**src/rtl/cvsd_fifo_pkg.sv**
```systemverilog
// Shared constants for the CVSD word FIFO pair.
package cvsd_fifo_pkg;
    localparam int WORD_W     = 16;
    localparam int FIFO_DEPTH = 8;
    localparam int NUM_FLAGS  = 4;
    // Status flag positions, decoded by software.
    localparam int FLG_IN_EMPTY  = 0;
    localparam int FLG_IN_FULL   = 1;
    localparam int FLG_OUT_EMPTY = 2;
    localparam int FLG_OUT_FULL  = 3;
endpackage

```
**src/rtl/cvsd_word_fifo.sv**
```systemverilog
// Synchronous word FIFO with an occupancy count.
// Assumes: a push while full and a pop while empty are ignored by the FIFO itself.
module cvsd_word_fifo #(
    parameter int W     = 16,
    parameter int DEPTH = 8
) (
    input  logic                             clk,
    input  logic                             rst_n,
    input  logic                             push,
    input  logic [W-1:0]                     wdata,
    input  logic                             pop,
    output logic [W-1:0]                     head,
    output logic                             full,
    output logic                             empty,
    output logic [$clog2(DEPTH+1)-1:0]       count
);
    localparam int AW = (DEPTH > 1) ? $clog2(DEPTH) : 1;
    localparam int CW = $clog2(DEPTH+1);
    localparam logic [AW-1:0] LAST_IDX = AW'(DEPTH-1);
    localparam logic [CW-1:0] DEPTH_C  = CW'(DEPTH);

    logic [W-1:0]  mem [DEPTH];
    logic [AW-1:0] wptr, rptr;
    logic          do_push, do_pop;

    assign full    = (count == DEPTH_C);
    assign empty   = (count == '0);
    assign do_push = push && !full;
    assign do_pop  = pop && !empty;
    assign head    = mem[rptr];

    // Storage write; contents need no reset.
    always_ff @(posedge clk) begin
        if (do_push) mem[wptr] <= wdata;
    end

    // Pointer and occupancy update.
    always_ff @(posedge clk) begin
        if (!rst_n) begin
            wptr  <= '0;
            rptr  <= '0;
            count <= '0;
        end else begin
            if (do_push) wptr <= (wptr == LAST_IDX) ? '0 : wptr + 1'b1;
            if (do_pop)  rptr <= (rptr == LAST_IDX) ? '0 : rptr + 1'b1;
            if (do_push && !do_pop)      count <= count + 1'b1;
            else if (do_pop && !do_push) count <= count - 1'b1;
        end
    end
endmodule

```
**src/rtl/cvsd_bit_serializer.sv**
```systemverilog
// Input-path serializer: loads a word from the FIFO, presents bit 0 first,
// advances one bit per strobe and reloads after bit W-1.
// Assumes: strobe is a one-cycle request; freeze stops every state change.
module cvsd_bit_serializer #(
    parameter int W = 16
) (
    input  logic                     clk,
    input  logic                     rst_n,
    input  logic                     freeze,
    input  logic                     strobe,
    input  logic                     fifo_empty,
    input  logic [W-1:0]             fifo_head,
    output logic                     fifo_pop,
    output logic                     bit_out,
    output logic                     bit_valid,
    output logic                     underrun,
    output logic [W-1:0]             shreg_o,
    output logic [$clog2(W)-1:0]     bitcnt_o
);
    localparam int CNTW = $clog2(W);
    localparam logic [CNTW-1:0] LAST_BIT = CNTW'(W-1);

    logic [W-1:0]    shreg;
    logic [CNTW-1:0] bitcnt;
    logic            loaded;
    logic            consume, need_word;

    // Decide consumption and reload for this cycle.
    always_comb begin
        consume   = strobe && loaded && !freeze;
        need_word = !loaded || (consume && bitcnt == LAST_BIT);
        fifo_pop  = !freeze && need_word && !fifo_empty;
        underrun  = strobe && !loaded && !freeze;
    end

    // Shift register, bit counter and loaded state.
    always_ff @(posedge clk) begin
        if (!rst_n) begin
            shreg  <= '0;
            bitcnt <= '0;
            loaded <= 1'b0;
        end else if (!freeze) begin
            if (fifo_pop) begin
                shreg  <= fifo_head;
                bitcnt <= '0;
                loaded <= 1'b1;
            end else if (consume) begin
                shreg <= shreg >> 1;
                if (bitcnt == LAST_BIT) begin
                    bitcnt <= '0;
                    loaded <= 1'b0;
                end else begin
                    bitcnt <= bitcnt + 1'b1;
                end
            end
        end
    end

    assign bit_out   = shreg[0];
    assign bit_valid = loaded;
    assign shreg_o   = shreg;
    assign bitcnt_o  = bitcnt;
endmodule

```
**src/rtl/cvsd_bit_deserializer.sv**
```systemverilog
// Output-path deserializer: shifts each strobed bit in at the top so the
// first bit of a word lands in bit 0; emits the word on the W-th strobe.
// Assumes: strobe is a one-cycle request; freeze discards strobes.
module cvsd_bit_deserializer #(
    parameter int W = 16
) (
    input  logic                     clk,
    input  logic                     rst_n,
    input  logic                     freeze,
    input  logic                     strobe,
    input  logic                     bit_in,
    output logic                     word_push,
    output logic [W-1:0]             word_out,
    output logic [$clog2(W)-1:0]     bitcnt_o
);
    localparam int CNTW = $clog2(W);
    localparam logic [CNTW-1:0] LAST_BIT = CNTW'(W-1);

    logic [W-1:0]    acc;
    logic [CNTW-1:0] bitcnt;
    logic            take;

    // Form the word that completes on this strobe.
    always_comb begin
        take      = strobe && !freeze;
        word_out  = {bit_in, acc[W-1:1]};
        word_push = take && (bitcnt == LAST_BIT);
    end

    // Accumulator and bit counter.
    always_ff @(posedge clk) begin
        if (!rst_n) begin
            acc    <= '0;
            bitcnt <= '0;
        end else if (take) begin
            acc    <= word_out;
            bitcnt <= (bitcnt == LAST_BIT) ? '0 : bitcnt + 1'b1;
        end
    end

    assign bitcnt_o = bitcnt;
endmodule

```
**src/rtl/cvsd_status_flags.sv**
```systemverilog
// Sticky status flags: set by events, cleared by a status read unless frozen.
// Assumes: a set in the same cycle as a clear wins.
module cvsd_status_flags #(
    parameter int N = 4
) (
    input  logic         clk,
    input  logic         rst_n,
    input  logic         freeze,
    input  logic         rd_clear,
    input  logic [N-1:0] set,
    output logic [N-1:0] flags
);
    logic clr;
    assign clr = rd_clear && !freeze;

    // Hold, clear on read, then merge new events.
    always_ff @(posedge clk) begin
        if (!rst_n) flags <= '0;
        else        flags <= (clr ? '0 : flags) | set;
    end
endmodule

```
**src/rtl/cvsd_word_fifo_pair.sv**
```systemverilog
// Top: input word FIFO plus serializer, deserializer plus output word FIFO,
// and sticky status flags with clear-on-read.
// Assumes: bus and core strobes are one-cycle pulses on clk.
module cvsd_word_fifo_pair
    import cvsd_fifo_pkg::*;
#(
    parameter int W     = WORD_W,
    parameter int DEPTH = FIFO_DEPTH
) (
    input  logic                 clk,
    input  logic                 rst_n,
    input  logic                 freeze,
    input  logic                 in_wr_en,
    input  logic [W-1:0]         in_wr_data,
    input  logic                 out_rd_en,
    output logic [W-1:0]         out_rd_data,
    input  logic                 stat_rd_en,
    output logic [NUM_FLAGS-1:0] stat_flags,
    input  logic                 core_in_strobe,
    output logic                 core_in_bit,
    output logic                 core_in_valid,
    input  logic                 core_out_strobe,
    input  logic                 core_out_bit
);
    localparam int CW   = $clog2(DEPTH+1);
    localparam int CNTW = $clog2(W);

    logic [W-1:0]         in_head, out_head, out_word;
    logic                 in_fifo_full, in_fifo_empty, in_pop;
    logic                 out_fifo_full, out_fifo_empty, out_push, out_pop;
    logic [CW-1:0]        in_fifo_count, out_fifo_count;
    logic [W-1:0]         in_shreg;
    logic [CNTW-1:0]      in_bitcnt, out_bitcnt;
    logic                 in_underrun;
    logic [NUM_FLAGS-1:0] flag_set;

    cvsd_word_fifo #(.W(W), .DEPTH(DEPTH)) u_in_fifo (
        .clk(clk), .rst_n(rst_n),
        .push(in_wr_en), .wdata(in_wr_data), .pop(in_pop),
        .head(in_head), .full(in_fifo_full), .empty(in_fifo_empty),
        .count(in_fifo_count)
    );

    cvsd_bit_serializer #(.W(W)) u_ser (
        .clk(clk), .rst_n(rst_n), .freeze(freeze), .strobe(core_in_strobe),
        .fifo_empty(in_fifo_empty), .fifo_head(in_head), .fifo_pop(in_pop),
        .bit_out(core_in_bit), .bit_valid(core_in_valid),
        .underrun(in_underrun), .shreg_o(in_shreg), .bitcnt_o(in_bitcnt)
    );

    cvsd_bit_deserializer #(.W(W)) u_deser (
        .clk(clk), .rst_n(rst_n), .freeze(freeze), .strobe(core_out_strobe),
        .bit_in(core_out_bit), .word_push(out_push), .word_out(out_word),
        .bitcnt_o(out_bitcnt)
    );

    cvsd_word_fifo #(.W(W), .DEPTH(DEPTH)) u_out_fifo (
        .clk(clk), .rst_n(rst_n),
        .push(out_push), .wdata(out_word), .pop(out_pop),
        .head(out_head), .full(out_fifo_full), .empty(out_fifo_empty),
        .count(out_fifo_count)
    );

    // Gather flag-setting events from both paths.
    always_comb begin
        out_pop                 = out_rd_en && !out_fifo_empty;
        flag_set                = '0;
        flag_set[FLG_IN_EMPTY]  = in_underrun;
        flag_set[FLG_IN_FULL]   = in_wr_en && in_fifo_full;
        flag_set[FLG_OUT_EMPTY] = out_rd_en && out_fifo_empty;
        flag_set[FLG_OUT_FULL]  = out_push && out_fifo_full;
    end

    // Bus read data register; holds its value on an empty read.
    always_ff @(posedge clk) begin
        if (!rst_n)       out_rd_data <= '0;
        else if (out_pop) out_rd_data <= out_head;
    end

    cvsd_status_flags #(.N(NUM_FLAGS)) u_flags (
        .clk(clk), .rst_n(rst_n), .freeze(freeze), .rd_clear(stat_rd_en),
        .set(flag_set), .flags(stat_flags)
    );
endmodule

```
**config.mk**
```make
export PLATFORM = sky130hd
export DESIGN_NAME = cvsd_word_fifo_pair
export DESIGN_NICKNAME = d
export VERILOG_FILES = /design/src/rtl/cvsd_fifo_pkg.sv /design/src/rtl/cvsd_word_fifo.sv /design/src/rtl/cvsd_bit_serializer.sv /design/src/rtl/cvsd_bit_deserializer.sv /design/src/rtl/cvsd_status_flags.sv /design/src/rtl/cvsd_word_fifo_pair.sv
export SDC_FILE = /design/constraint.sdc
export NUM_CORES = 1
export LEC_CHECK = 0
export ABC_AREA = 1
export BUFFER_PORTS_ARGS = -buffer_cell sky130_fd_sc_hd__buf_2
export CAP_MARGIN = 0
export CORE_MARGIN = 2
export CORE_UTILIZATION = 31
export CTS_BUF_LIST = sky130_fd_sc_hd__clkbuf_4 sky130_fd_sc_hd__clkbuf_8 sky130_fd_sc_hd__clkbuf_16
export CTS_CLUSTER_DIAMETER = 80
export DETAILED_ROUTE_END_ITERATION = 16
export HOLD_SLACK_MARGIN = 0.02
export PLACE_DENSITY_LB_ADDON = 0.1
export RECOVER_POWER = 100
export SYNTH_ARGS = -nofsm -noshare
export SYNTH_HDL_FRONTEND = slang
export SYNTH_SLANG_ARGS = --single-unit
```
**constraint.sdc**
```tcl
create_clock -name clk -period 3.5 [get_ports clk]
set_input_delay 0.35 -clock clk [delete_from_list [all_inputs] [get_ports clk]]
set_output_delay 0.35 -clock clk [all_outputs]
set_load 0.05 [all_outputs]
```
==> results.sh <==
export IMPL_grt_setup_unrepaired="false"
export IMPL_cp_max_fo=16
export IMPL_cts_resized=0
export IMPL_synth_cells=1315
export IMPL_routedWlPerCell_um=16.5
export IMPL_switching_share=0.338
export IMPL_synth_distinct_cells=34
export IMPL_grt_overflow=0
export IMPL_max_stage_delay_ns=0.96
export IMPL_start_kind="register"
export IMPL_max_freq_ghz=0.372
export IMPL_reg2reg_depth=8
export IMPL_ant_nets=0
export IMPL_vias_per_cell=4.52
export IMPL_die_w_um=215
export IMPL_p_switching_mw=4.09
export IMPL_via_count=8981
export IMPL_clkTransAtPathRegs_ns=0.06
export IMPL_drive_above_1_share=0.0724
export IMPL_synthFlopType="edfxtp_1"
export IMPL_grt_max_degree=67
export IMPL_maxCapViolations=1
export IMPL_path_class="register to register"
export IMPL_layoutNonFillerInstCount=1987
export IMPL_slowest_stage="clkbuf_1"
export IMPL_hold_path_class="primary input to register"
export IMPL_synth_async_reset_ratio=0
export IMPL_worstReg2RegEnd="u_out_fifo.mem[6][11]"
export IMPL_final_common_cell="nand2_1"
export IMPL_vdd_ir_drop_max_uv=472
export IMPL_worstHoldPathCells=3
export IMPL_io_buffers=46
export IMPL_nNetsFinal=1410
export IMPL_path_cells="ha_1, nand3_1, nor2_1, nand2_1, inv_1, nand2_1, nor3_2, clkbuf_1"
export IMPL_clk_latency_ns=0.55
export IMPL_synth_edf_count=256
export IMPL_worstHoldEndpoint="u_flags.flags[0]"
export IMPL_syn_to_final_growth_pct=15.3
export IMPL_netlist_area_leader_share=0.559
export IMPL_core_area_um2=44000
export IMPL_dpl_worst_slack_ns=1.04
export IMPL_dr_pass1_iters=7
export IMPL_r2r_start="u_deser.bitcnt_o[0]"
export IMPL_sequentialPowerShare=0.408
export IMPL_ioPinCount=47
export IMPL_synth_largest_area_cell="edfxtp_1"
export IMPL_outcome="finished with violations"
export IMPL_dp_cells=1917
export IMPL_grt_pass1_wl_um=51600
export IMPL_mostFrequentLayoutCells="nand2_1, edfxtp_1, nor2_1"
export IMPL_dp_hpwl_um=19000
export IMPL_period_share=0.769
export IMPL_drt_total_wl_um=32800
export IMPL_setup_ws_ns=0.808
export IMPL_syn_area_um2=13800
export IMPL_slew_limit_headroom=-0.142
export IMPL_antenna_cells=0
export IMPL_syn_nets=1358
export IMPL_p_comb_frac=0.256
export IMPL_synth_area_leaders="edfxtp_1, dfxtp_1, nand2_1"
export IMPL_reg2reg_setup_slack_ns=0.81
export IMPL_leakage_nw=5.87
export IMPL_cts_tree="done"
export IMPL_drc=0
export IMPL_gp_congestion=0.723
export IMPL_fp_row_count=77
export IMPL_tns_ns=0
export IMPL_cp_common_cell="nand2_1"
export IMPL_h_tree_depth=2
export IMPL_power_density_nw_per_um2=762
export IMPL_clock_root_buffer="clkbuf_16"
export IMPL_grtUsageTotal=0.144
export IMPL_fin_crit_ns=2.69
export IMPL_finClkSkew_ns=0.0185
export IMPL_worstPathArrival_ns=2.84
export IMPL_grt_pass1_vias=8809
export IMPL_drt_iter0_markers=472
export IMPL_p_total_mw=12.1
export IMPL_final_max_slew_viol_count=32
export IMPL_cts_max_path_buffers=3
export IMPL_cellInternalPower_mw=8.00
export IMPL_worst_setup_path_end_kind="register"
export IMPL_fp_dieH_um=215
export IMPL_yosysWarnings=0
export IMPL_antenna_found_initial=0
export IMPL_avgSynthCellArea_um2=10.5
export IMPL_synth_seq_area_share=0.680
export IMPL_min_from="core_in_strobe"
export IMPL_finalHoldViolCount=0
export IMPL_crit_required_ns=3.65
export IMPL_post_cts_buffers=0
export IMPL_worst_pin_slew_ns=1.71
export IMPL_cts_sinks=339
export IMPL_start_util=0.312
export IMPL_violations="max-capacitance violations, max-slew violations"
export IMPL_p_clk_frac=0.336
export IMPL_setup_violations=0
export IMPL_cts_buffers=40
export IMPL_cts_hold_buf=0
export IMPL_synth_seq_cells=339
export IMPL_die_area_um2=46100
-- sequential cells by signal, summed over array words and instances, names as in the netlist, named ones only --
| signal | count |
|---|---|
| u_deser.acc | 15 |
| u_ser.bit_valid | 1 |
| u_flags.flags | 4 |
| u_in_fifo.wptr | 3 |
| u_ser.bitcnt_o | 4 |
| u_out_fifo.wptr | 3 |
| out_rd_data | 16 |
| u_in_fifo.count | 4 |
| u_in_fifo.mem | 128 |
| u_deser.bitcnt_o | 4 |
| u_ser.shreg_o | 16 |
| u_out_fifo.rptr | 3 |
| u_out_fifo.mem | 128 |
| u_in_fifo.rptr | 3 |
| u_out_fifo.count | 4 |
-- logic make-up after synthesis --
group	count (synthesis)	synth area share
adders and majority gates	18	0.0175
AOI/OAI and AO/OA	175	0.0700
DFF	339	0.680
buffers and inverters	155	0.0454
and+or+nand+nor	621	0.183
xor gates and xnor gates	7	0.00446
-- final cells by class --
| class | count | area (um2) |
|---|---|---|
| inverters | 91 | 342 |
| well taps | 592 | 741 |
| flip-flops and latches | 339 | 9350 |
| multi-input cells | 821 | 3790 |
| clock buffers | 59 | 1200 |
| fillers | 4464 | 28200 |
| repair buffers | 74 | 338 |
| clock inverters | 11 | 83.8 |
-- Yosys cell counts, types with 2 or more instances --
| cell | count |
|---|---|
| edfxtp_1 | 256 |
| o211ai_1 | 28 |
| a211oi_1 | 3 |
| buf_6 | 2 |
| and3_1 | 2 |
| nor3_1 | 5 |
| nor2_4 | 2 |
| ha_1 | 16 |
| dfxtp_1 | 83 |
| nand3_1 | 102 |
| nand2_1 | 347 |
| inv_2 | 2 |
| nor3b_1 | 2 |
| fa_1 | 2 |
| clkinv_1 | 3 |
| o21ai_0 | 101 |
| xor2_1 | 5 |
| inv_1 | 86 |
| buf_2 | 19 |
| buf_1 | 7 |
| xnor2_1 | 2 |
| nor2_1 | 154 |
| nand4_1 | 3 |
| a21oi_1 | 39 |
| clkbuf_1 | 35 |
-- through the flow --
stage | utilization | cell area, um2 | hold WS [ns]
finish | 0.360 | 15900 | 0.0722
global route | 0.360 | 15900 | 0.0671
CTS | 0.364 | 16000 | 0.0400
detailed placement | 0.334 | 14700 | 0.454
global placement | 0.334 | 14700 | 0.450
floorplan | - | 13800 | 0.449
-- worst max path at each step --
stage / start / end / slack, ns / cells after the start
after floorplan: freeze / u_out_fifo.mem[7][0] / 0.89 / 8
after detailed placement: freeze / u_out_fifo.mem[5][6] / 1.04 / 8
after global placement: freeze / u_out_fifo.mem[5][10] / 1.08 / 8
after CTS: u_deser.bitcnt_o[0] / u_out_fifo.mem[5][6] / 1.08 / 7
final: u_deser.bitcnt_o[0] / u_out_fifo.mem[6][11] / 0.81 / 8
after global routing: u_deser.bitcnt_o[0] / u_out_fifo.mem[7][9] / 0.43 / 8
-- per-layer routing --
layer | part of all wire | track usage | up-vias
met5 | 0 | 0 | -
met4 | 0.026 | 0.0502 | 0
met3 | 0.035 | 0.0254 | 60
met2 | 0.46 | 0.233 | 116
met1 | 0.48 | 0.194 | 4255
li1 | - | - | 4550
-- power by group through the flow --
stage,Sequential [mW],Clock [mW],Combinational (mW)
3_3_place_gp,5.01,0,3.22
6_report,4.93,4.06,3.10
2_1_floorplan,5.22,0,2.02
3_5_place_dp,5.01,0,3.21
5_1_grt,4.98,4.36,3.52
4_1_cts,4.93,4.20,3.22
-- critical path, delay by kind of cell, from the launching register on --
kind	cells	cell delay [ns]
adders and majority gates	1	0.20
buffers and inverters	2	1.08
DFF	1	0.35
and+or+nand+nor	5	0.66
Note: power is estimated with default switching activity, not from simulation.
